## src/rtl/ser_rx_pkg.sv

```systemverilog
// Package: shared widths and the received-word type for the serial byte receiver.
package ser_rx_pkg;
    localparam int WORD_W = 8;
    localparam int CNT_W  = $clog2(WORD_W);

    typedef struct packed {
        logic [WORD_W-1:0] data;
        logic              is_index;
    } rx_word_t;
endpackage

```

## src/rtl/ser_sync.sv

```systemverilog
// Two-flop synchronizer for a bundle of asynchronous single-bit inputs.
// Assumes each bit is an independent level; no cross-bit coherence is promised.
module ser_sync #(
    parameter int W = 1
) (
    input  logic         clk,
    input  logic         rst_n,
    input  logic [W-1:0] d,
    output logic [W-1:0] q
);
    logic [W-1:0] meta;

    // Two register stages to settle metastability.
    always_ff @(posedge clk) begin
        if (!rst_n) begin
            meta <= '0;
            q    <= '0;
        end else begin
            meta <= d;
            q    <= meta;
        end
    end

    // the second stage follows the first stage one cycle later.
    a_r2_sync_follow: assert property (@(posedge clk) disable iff (!rst_n)
        rst_n |=> q == $past(meta));
endmodule

```

## src/rtl/ser_rise_det.sv

```systemverilog
// Rising-edge detector on a synchronized serial clock.
// Assumes the input is already in the clk domain and has a high time of at least one cycle.
module ser_rise_det (
    input  logic clk,
    input  logic rst_n,
    input  logic lvl,
    output logic rise
);
    logic lvl_d;

    // Keep the previous level to compare against.
    always_ff @(posedge clk) begin
        if (!rst_n) lvl_d <= 1'b0;
        else        lvl_d <= lvl;
    end

    // A rise is a high level that was low one cycle earlier.
    always_comb rise = lvl & ~lvl_d;

    // a single serial clock rise is reported for one cycle only.
    a_r2_rise_single: assert property (@(posedge clk) disable iff (!rst_n)
        rise |=> !rise);
endmodule

```

## src/rtl/ser_word_shift.sv

```systemverilog
// Bit counter and MSB-first shift register that assemble a word and tag it.
// Assumes one bit per 'rise' pulse; 'active' low clears the counter and the shift register.
module ser_word_shift
    import ser_rx_pkg::*;
(
    input  logic     clk,
    input  logic     rst_n,
    input  logic     active,
    input  logic     rise,
    input  logic     bit_in,
    input  logic     rs_in,
    output logic     word_vld,
    output rx_word_t word
);
    logic [CNT_W-1:0]  cnt;
    logic [WORD_W-2:0] shreg;
    logic              last_bit;

    always_comb last_bit = (cnt == CNT_W'(WORD_W - 1));

    // Counter and shift register: cleared while inactive, advanced on each rise.
    always_ff @(posedge clk) begin
        if (!rst_n || !active) begin
            cnt   <= '0;
            shreg <= '0;
        end else if (rise) begin
            cnt   <= last_bit ? '0 : cnt + 1'b1;
            shreg <= {shreg[WORD_W-3:0], bit_in};
        end
    end

    // Output register: latch byte and tag on the word's final rise.
    always_ff @(posedge clk) begin
        if (!rst_n) begin
            word_vld <= 1'b0;
            word     <= '0;
        end else begin
            word_vld <= 1'b0;
            if (active && rise && last_bit) begin
                word_vld      <= 1'b1;
                word.data     <= {shreg, bit_in};
                word.is_index <= ~rs_in;
            end
        end
    end

    // the valid strobe lasts one cycle.
    a_r3_valid_pulse: assert property (@(posedge clk) disable iff (!rst_n)
        word_vld |=> !word_vld);
    // the counter is back at zero whenever a byte is delivered.
    a_r6_wrap_on_valid: assert property (@(posedge clk) disable iff (!rst_n)
        word_vld |-> cnt == '0);
    // deselection leaves the counter cleared and emits nothing.
    a_r5_clear_on_idle: assert property (@(posedge clk) disable iff (!rst_n)
        !active |=> (cnt == '0) && !word_vld);
    // the tag is the inverse of rs seen on the final rise.
    a_r4_tag_last_edge: assert property (@(posedge clk) disable iff (!rst_n)
        (active && rise && last_bit) |=> word_vld && (word.is_index == !$past(rs_in)));
    // one bit shifts in per rise.
    a_r2_shift_step: assert property (@(posedge clk) disable iff (!rst_n)
        (active && rise) |=> shreg[0] == $past(bit_in));
endmodule

```

## src/rtl/ser_byte_rx.sv

```systemverilog
// Top: serial byte receiver with dual chip select and index/data tagging.
// Assumes sclk runs well below half the clk rate; all serial inputs are asynchronous.
module ser_byte_rx
    import ser_rx_pkg::*;
(
    input  logic              clk,
    input  logic              rst_n,
    input  logic              ser_mode,
    input  logic              cs_n,
    input  logic              cs,
    input  logic              sclk,
    input  logic              sdi,
    input  logic              rs,
    output logic              rx_valid,
    output logic [WORD_W-1:0] rx_data,
    output logic              rx_index
);
    localparam int NSYNC = 6;

    logic [NSYNC-1:0] raw, syn;
    logic             s_mode, s_csn, s_cs, s_sclk, s_sdi, s_rs;
    logic             active, sclk_rise;
    rx_word_t         word;

    always_comb raw = {ser_mode, cs_n, cs, sclk, sdi, rs};

    ser_sync #(.W(NSYNC)) i_sync (
        .clk   (clk),
        .rst_n (rst_n),
        .d     (raw),
        .q     (syn)
    );

    always_comb {s_mode, s_csn, s_cs, s_sclk, s_sdi, s_rs} = syn;

    // Receiver is enabled only in serial mode with both selects asserted.
    always_comb active = s_mode & ~s_csn & s_cs;

    ser_rise_det i_rise (
        .clk   (clk),
        .rst_n (rst_n),
        .lvl   (s_sclk),
        .rise  (sclk_rise)
    );

    ser_word_shift i_shift (
        .clk      (clk),
        .rst_n    (rst_n),
        .active   (active),
        .rise     (sclk_rise),
        .bit_in   (s_sdi),
        .rs_in    (s_rs),
        .word_vld (rx_valid),
        .word     (word)
    );

    always_comb begin
        rx_data  = word.data;
        rx_index = word.is_index;
    end

    // no byte appears while the synchronized select state is inactive.
    a_r1_select_gate: assert property (@(posedge clk) disable iff (!rst_n)
        !active |=> !rx_valid);
endmodule

```

## config.mk

```make
export PLATFORM = sky130hd
export DESIGN_NAME = ser_byte_rx
export DESIGN_NICKNAME = d
export VERILOG_FILES = /design/src/rtl/ser_rx_pkg.sv /design/src/rtl/ser_sync.sv /design/src/rtl/ser_rise_det.sv /design/src/rtl/ser_word_shift.sv /design/src/rtl/ser_byte_rx.sv
export SDC_FILE = /design/constraint.sdc
export NUM_CORES = 1
export LEC_CHECK = 0
export ABC_AREA = 0
export BUFFER_PORTS_ARGS = -buffer_cell sky130_fd_sc_hd__buf_2
export CAP_MARGIN = 20
export CORE_ASPECT_RATIO = 0.5
export CORE_MARGIN = 2
export CORE_UTILIZATION = 34
export CTS_BUF_LIST = sky130_fd_sc_hd__clkbuf_8
export CTS_CLUSTER_DIAMETER = 30
export CTS_CLUSTER_SIZE = 25
export DETAILED_ROUTE_END_ITERATION = 10
export HOLD_SLACK_MARGIN = 0.05
export PLACE_DENSITY_LB_ADDON = 0.12
export SYNTH_ARGS = -nofsm -noshare
export SYNTH_HDL_FRONTEND = slang
export SYNTH_SLANG_ARGS = --single-unit
```

## constraint.sdc

```tcl
create_clock -name clk -period 1.4 [get_ports clk]
set_input_delay 0.28 -clock clk [delete_from_list [all_inputs] [get_ports clk]]
set_output_delay 0.28 -clock clk [all_outputs]
set_load 0.005 [all_outputs]
```

==> results.tsv, run 1 <==
metric	value	unit
Layout area overhead	17.95	%
I/O pin total	18	
Post-CTS Setup Inserts	0	
number of DRC markers after the initial detailed-route iteration	41	
first-pass iteration count of the detailed router	6	
flops & latches, synth	33	
routing usage on met1	13.45	%
worst IR drop on VDD	0.5144	mV
clock latency at the later pin of the worst-skew pair	0.28	ns
final sum of negative setup slack	0	ns
clock root buffer	clkbuf_8	
gp weighted congestion	0.6645	
final critical-path setup slack	0.1186	ns
Die Area	0.003915	mm^2
most utilized layer in the global route result	met2	
post-cts repair resize count	0	
Async S/R FF share, synth	0	%
number of endpoints failing setup at the final stage	0	
Highest Clock Rate	0.7804	GHz
top_reg_cell synth	dfxtp_1	
post-detailed-route DRC marker count	0	
reported leakage power	0.5314	nW
path type of the worst setup path	register to register	
final slew viol count	0	
syn avg cell area	9.726	um^2
final antenna-violating net count	0	
Power Dens Cells	1302	mW/mm^2
detailed-route wire length per cell	9.950	um
clock transition time at the flip-flop clock pins of the worst setup and hold paths	0.07	ns
depth of the worst register-to-register path	4	
most common cell in the netlist	nand2_1	
number of flops mapped to enable cells by yosys	0	
CTS tree	built	
number of warnings printed during yosys synthesis	0	
antenna violations before repair	0	
final clock period utilization by the worst path	91.53	%
unrepaired setup endpoints after global routing	no	
area used by multi-input combinational logic	452.9	um^2
setup clock skew after layout	0.003655	ns
internal power summed over all cells	1.422	mW
WP data arrival	1.49	ns
buffers added on ports	17	
syn_nets	129	
Max Buffers Root-to-Sink	2	
overall die height	45.26	um
source of the critical timing path	i_shift.cnt[0]	
fraction of final layout cells sized beyond drive strength 1	20.86	%
antenna cells	0	
worst slack, placed	0.1296	ns
met3 Usage GRT	6.033	%
pin count of the biggest net entering global routing	20	
type of element launching the critical path	register	
register share of total power	54.0	%
max-slew headroom at the worst pin	74.06	%
gr ovfl total	0	
GR Util All Layers	10.77	%
part of the Yosys area used for sequential elements	57.08	%
register cell area after layout	660.6	um^2
area of the mapped netlist	0.001157	mm^2
global-route wire length before repair	3.029	mm
GR met2 Demand/Resource	14.92	%
logic gate share of total power	2.7	%
cell types occupying the most area after synthesis	dfxtp_1, nand2_1, mux2i_1	
cts hold-fix bufs	0	
HP Class	primary input to register	
start point of the worst min-delay path	ser_mode	
required arrival time at the worst endpoint	1.61	ns
post-detailed-route via-to-cell ratio	4.212	
floorplan row count	14	
core area	0.003118	mm^2
crit-path max FO	9	
outcome	complete, no violations	
vias in the first global route	676	
Mapped Cells	119	
Max-Cap Viols	0	
DR vias	754	
Sw Share	20.00	%
clock buffers created by TritonCTS	5	
final critical delay including setup and external delays	1.281	ns
initial core utilization	37.12	%
net switching power	355.3	uW
filler cell count in the final layout	326	
kind of end point of the critical path	register	
routed wire length	1.781	mm
hold depth	2	
Slew @ Worst Pin	0.3882	ns
critical register-to-register path startpoint	i_shift.cnt[0]	
floorplan die width	86.51	um
H-tree depth	2	
number of nets in the layout	148	
largest area contributor in the synthesized netlist	dfxtp_1	
Post-synth top cells	nand2_1, dfxtp_1, and2_1, mux2i_1, a21oi_1	
post-synth cell types	17	
final hold vios	0	
CTS Sinks	33	
share of the synthesized area in the top cell type	57.08	%
clock network power share	43.3	%
HPWL after detailed placement	1.157	mm
## cells in the final DEF, fill, tap and decap left out
| cell type | netlist | final |
|---|---|---|
| a21oi_1 | 9 | 9 |
| and2_1 | 13 | 13 |
| and3_4 | 1 | 1 |
| and3b_1 | 1 | 1 |
| buf_2 | 2 | 17 |
| buf_4 | 1 | 2 |
| clkbuf_8 | 0 | 7 |
| clkinv_2 | 0 | 1 |
| dfxtp_1 | 33 | 33 |
| ha_1 | 2 | 2 |
| mux2i_1 | 10 | 10 |
| nand2_1 | 36 | 36 |
| nand2b_1 | 1 | 1 |
| nand3b_1 | 1 | 1 |
| nor2_1 | 3 | 3 |
| nor2b_4 | 1 | 1 |
| or2b_1 | 1 | 1 |
## cells by family (layout without fill, tap and decap cells)
logic type	count (synthesis)	in the layout	share of synthesized area [%]
AND/OR/NAND/NOR	58	58	24.43
buffers and inverters	7	27	3.784
AO/OA/AOI/OAI	9	9	3.892
flip-flops	33	33	57.08
adder cells (fa/ha/maj)	2	2	2.162
multiplexers	10	10	8.649
## cell type report
| cell class | count | area share [%] |
|---|---|---|
| Sequential cell | 33 | 48.40 |
| Tap cell | 40 | 3.666 |
| Clock inverter | 1 | 0.3666 |
| Clock buffer | 7 | 7.058 |
| Multi-Input combinational cell | 79 | 33.18 |
| Timing Repair Buffer | 19 | 7.333 |
## layer usage
metal / wire length (um) / up-vias
met5: 0 / -
met4: 25 / 0
met3: 135 / 5
met2: 653 / 21
met1: 967 / 314
li1: - / 414
## critical path, cell delays in order, from the launching register on
cell and delay [ns]:
dfxtp_1 0.35, ha_1 0.16, ha_1 0.20, and3_4 0.30
mux2i_1 0.20
## metrics by stage
step	instances	cell area (um^2)	hold WS, ns	power [mW]	util [%]
4_1_cts	179	1365	0.1936	1.808	43.78
2_1_floorplan	119	1157	0.4073	1.012	-
5_1_grt	179	1365	0.2014	1.864	43.78
3_3_place_gp	171	1264	0.4181	1.030	40.53
3_5_place_dp	171	1264	0.4199	1.029	40.53
6_report	179	1365	0.2050	1.777	43.78
## state kept, by name, summed over array words and instances (netlist names)
register          cells
i_rise.lvl_d          1
i_shift.cnt           3
i_shift.shreg         7
i_shift.word          9
i_shift.word_vld      1
i_sync.meta           6
i_sync.q              6
## path summary, 6_finish.rpt
path,endpoint,slack (ns)
hold / removal,i_sync.meta[5],0.21
setup reg to reg,i_shift.word[2],0.12
setup / recovery,i_shift.word[2],0.12
hold reg to reg,i_sync.q[0],0.43
## power by group through the flow
| stage | clock (mW) | combinational [mW] | sequential [mW] |
|---|---|---|---|
| 5_1_grt | 0.849 | 0.0547 | 0.961 |
| 3_3_place_gp | 0 | 0.0490 | 0.981 |
| 4_1_cts | 0.800 | 0.0487 | 0.959 |
| 6_report | 0.770 | 0.0476 | 0.959 |
| 3_5_place_dp | 0 | 0.0486 | 0.981 |
| 2_1_floorplan | 0 | 0.0321 | 0.980 |
Note: power is estimated with default switching activity, not from simulation.
==> inputs of run 2 (changes only) <==
- CTS_BUF_LIST: sky130_fd_sc_hd__clkbuf_8 -> sky130_fd_sc_hd__clkbuf_16
==> results.tsv, run 2 (synthesized netlist as in run 1, its figures left out) <==
metric	value	unit
number of endpoints failing setup at the final stage	0	
cell count after placement	171	
Worst path most repeated cell	ha_1	
Final Instance Count excl. Fillers	180	
number of DRC markers after the initial detailed-route iteration	48	
hold slack	0.2128	ns
final sum of negative setup slack	0	ns
Slew @ Worst Pin	0.3888	ns
total cell area at the placement stage	0.001264	mm^2
Die Area	0.003915	mm^2
post-detailed-route via-to-cell ratio	4.306	
type of element launching the critical path	register	
DR vias	775	
unrepaired setup endpoints after global routing	no	
hold depth	2	
largest registers ranked by flip-flop count	i_shift.word (9), i_shift.shreg (7)	
reported leakage power	0.5512	nW
WP data arrival	1.52	ns
register share of total power	47.8	%
commonest cells after routing, fill and taps aside	nand2_1, dfxtp_1, buf_2	
FF-to-FF setup slack	0.08	ns
antenna cells	0	
final clock period utilization by the worst path	94.16	%
clock transition time at the flip-flop clock pins of the worst setup and hold paths	0.05	ns
Post-CTS Setup Inserts	0	
final critical delay including setup and external delays	1.318	ns
delay of the slowest critical-path stage	0.35	ns
post-detailed-route DRC marker count	0	
core area	0.003118	mm^2
detailed-route wire length per cell	10.54	um
Sw Share	19.37	%
kind of cell adding the most delay to the critical path	adder cells	
path type of the worst setup path	register to register	
vias in the first global route	677	
depth of the worst register-to-register path	4	
final hold vios	0	
capture point of the worst reg-to-reg path	i_shift.word[7]	
filler cell count in the final layout	324	
fraction of final layout cells sized beyond drive strength 1	20.00	%
clock buffers created by TritonCTS	5	
final antenna-violating net count	0	
gr ovfl total	0	
global-route wire length before repair	3.091	mm
area used by multi-input combinational logic	460.4	um^2
floorplan die width	86.51	um
buffers added on ports	17	
CTS tree	built	
max-slew headroom at the worst pin	74.01	%
floorplan row count	14	
Power Dens Cells	1427	mW/mm^2
HP Class	primary input to register	
crit-path max FO	5	
overall die height	45.26	um
clock root buffer	clkbuf_16	
kind of end point of the critical path	register	
required arrival time at the worst endpoint	1.60	ns
gp weighted congestion	0.6645	
CTS Sinks	33	
cell with the largest stage delay on the worst path	dfxtp_1	
H-tree depth	2	
worst slack, placed	0.1296	ns
routed wire length	1.898	mm
final critical-path setup slack	0.08177	ns
GR Util All Layers	11.05	%
register cell area after layout	660.6	um^2
clock latency at the later pin of the worst-skew pair	0.27	ns
post-cts repair resize count	0	
first-pass iteration count of the detailed router	6	
outcome	complete, no violations	
start point of the worst min-delay path	ser_mode	
Highest Clock Rate	0.7586	GHz
HPWL after detailed placement	1.157	mm
final slew viol count	0	
setup clock skew after layout	0.003875	ns
initial core utilization	37.12	%
terminating pin of the worst hold path	i_sync.meta[5]	
number of nets in the layout	149	
Max Buffers Root-to-Sink	2	
I/O pin total	18	
cts hold-fix bufs	0	
Layout area overhead	21.73	%
clock network power share	49.8	%
buffers plus inverters on the worst setup path	0	
leading cell type in the layout, fill and taps excluded	nand2_1	
Design Area, Final	0.001409	mm^2
Top reg by flops	i_shift.word	
total power of the final layout	2.011	mW
worst path cell trace	ha_1 > ha_1 > and3_2 > mux2i_1	
internal power summed over all cells	1.621	mW
worst IR drop on VDD	0.5705	mV
final cell utilization of the core	45.18	%
flip-flop count of the largest register, all copies and words added	9	
antenna violations before repair	0	
Max-Cap Viols	0	
critical register-to-register path startpoint	i_shift.cnt[0]	
logic gate share of total power	2.4	%
net switching power	389.5	uW
pin count of the biggest net entering global routing	20	
[run 2: power groups by stage]
| stage | logic (mW) | clock network [mW] | registers [mW] |
|---|---|---|---|
| after detailed placement | 0.0486 | 0 | 0.981 |
| after global routing | 0.0554 | 1.08 | 0.962 |
| after floorplan | 0.0321 | 0 | 0.980 |
| after CTS | 0.0488 | 1.04 | 0.961 |
| after global placement | 0.0490 | 0 | 0.981 |
| final | 0.0481 | 1.00 | 0.962 |
[run 2: per-layer routing]
metal	GRT usage, %	part of all wire (%)	up-vias
met5	0	0	-
met4	6.563	1.9	0
met3	6.033	7.3	6
met2	15.23	37	17
met1	13.67	54	333
li1	-	-	419
[run 2: worst max path at each step]
stage / to / cells after the start / from / slack, ns
6_report: i_shift.word[7] / 4 / i_shift.cnt[0] / 0.08
5_1_grt: i_shift.word[2] / 4 / i_shift.cnt[0] / 0.01
4_1_cts: i_shift.word[2] / 4 / i_shift.cnt[0] / 0.09
3_5_place_dp: i_shift.word[2] / 4 / i_shift.cnt[0] / 0.13
3_3_place_gp: i_shift.word[8] / 4 / i_shift.cnt[0] / 0.17
2_1_floorplan: i_shift.word[0] / 5 / i_shift.cnt[0] / 0.20
[run 2: layout make-up]
cell class,count,area share [%]
clock buffer,5,8.881
clock inverter,3,0.8881
multi-input combinational,80,32.68
sequential,33,46.89
tap,40,3.552
timing repair buffer,19,7.105
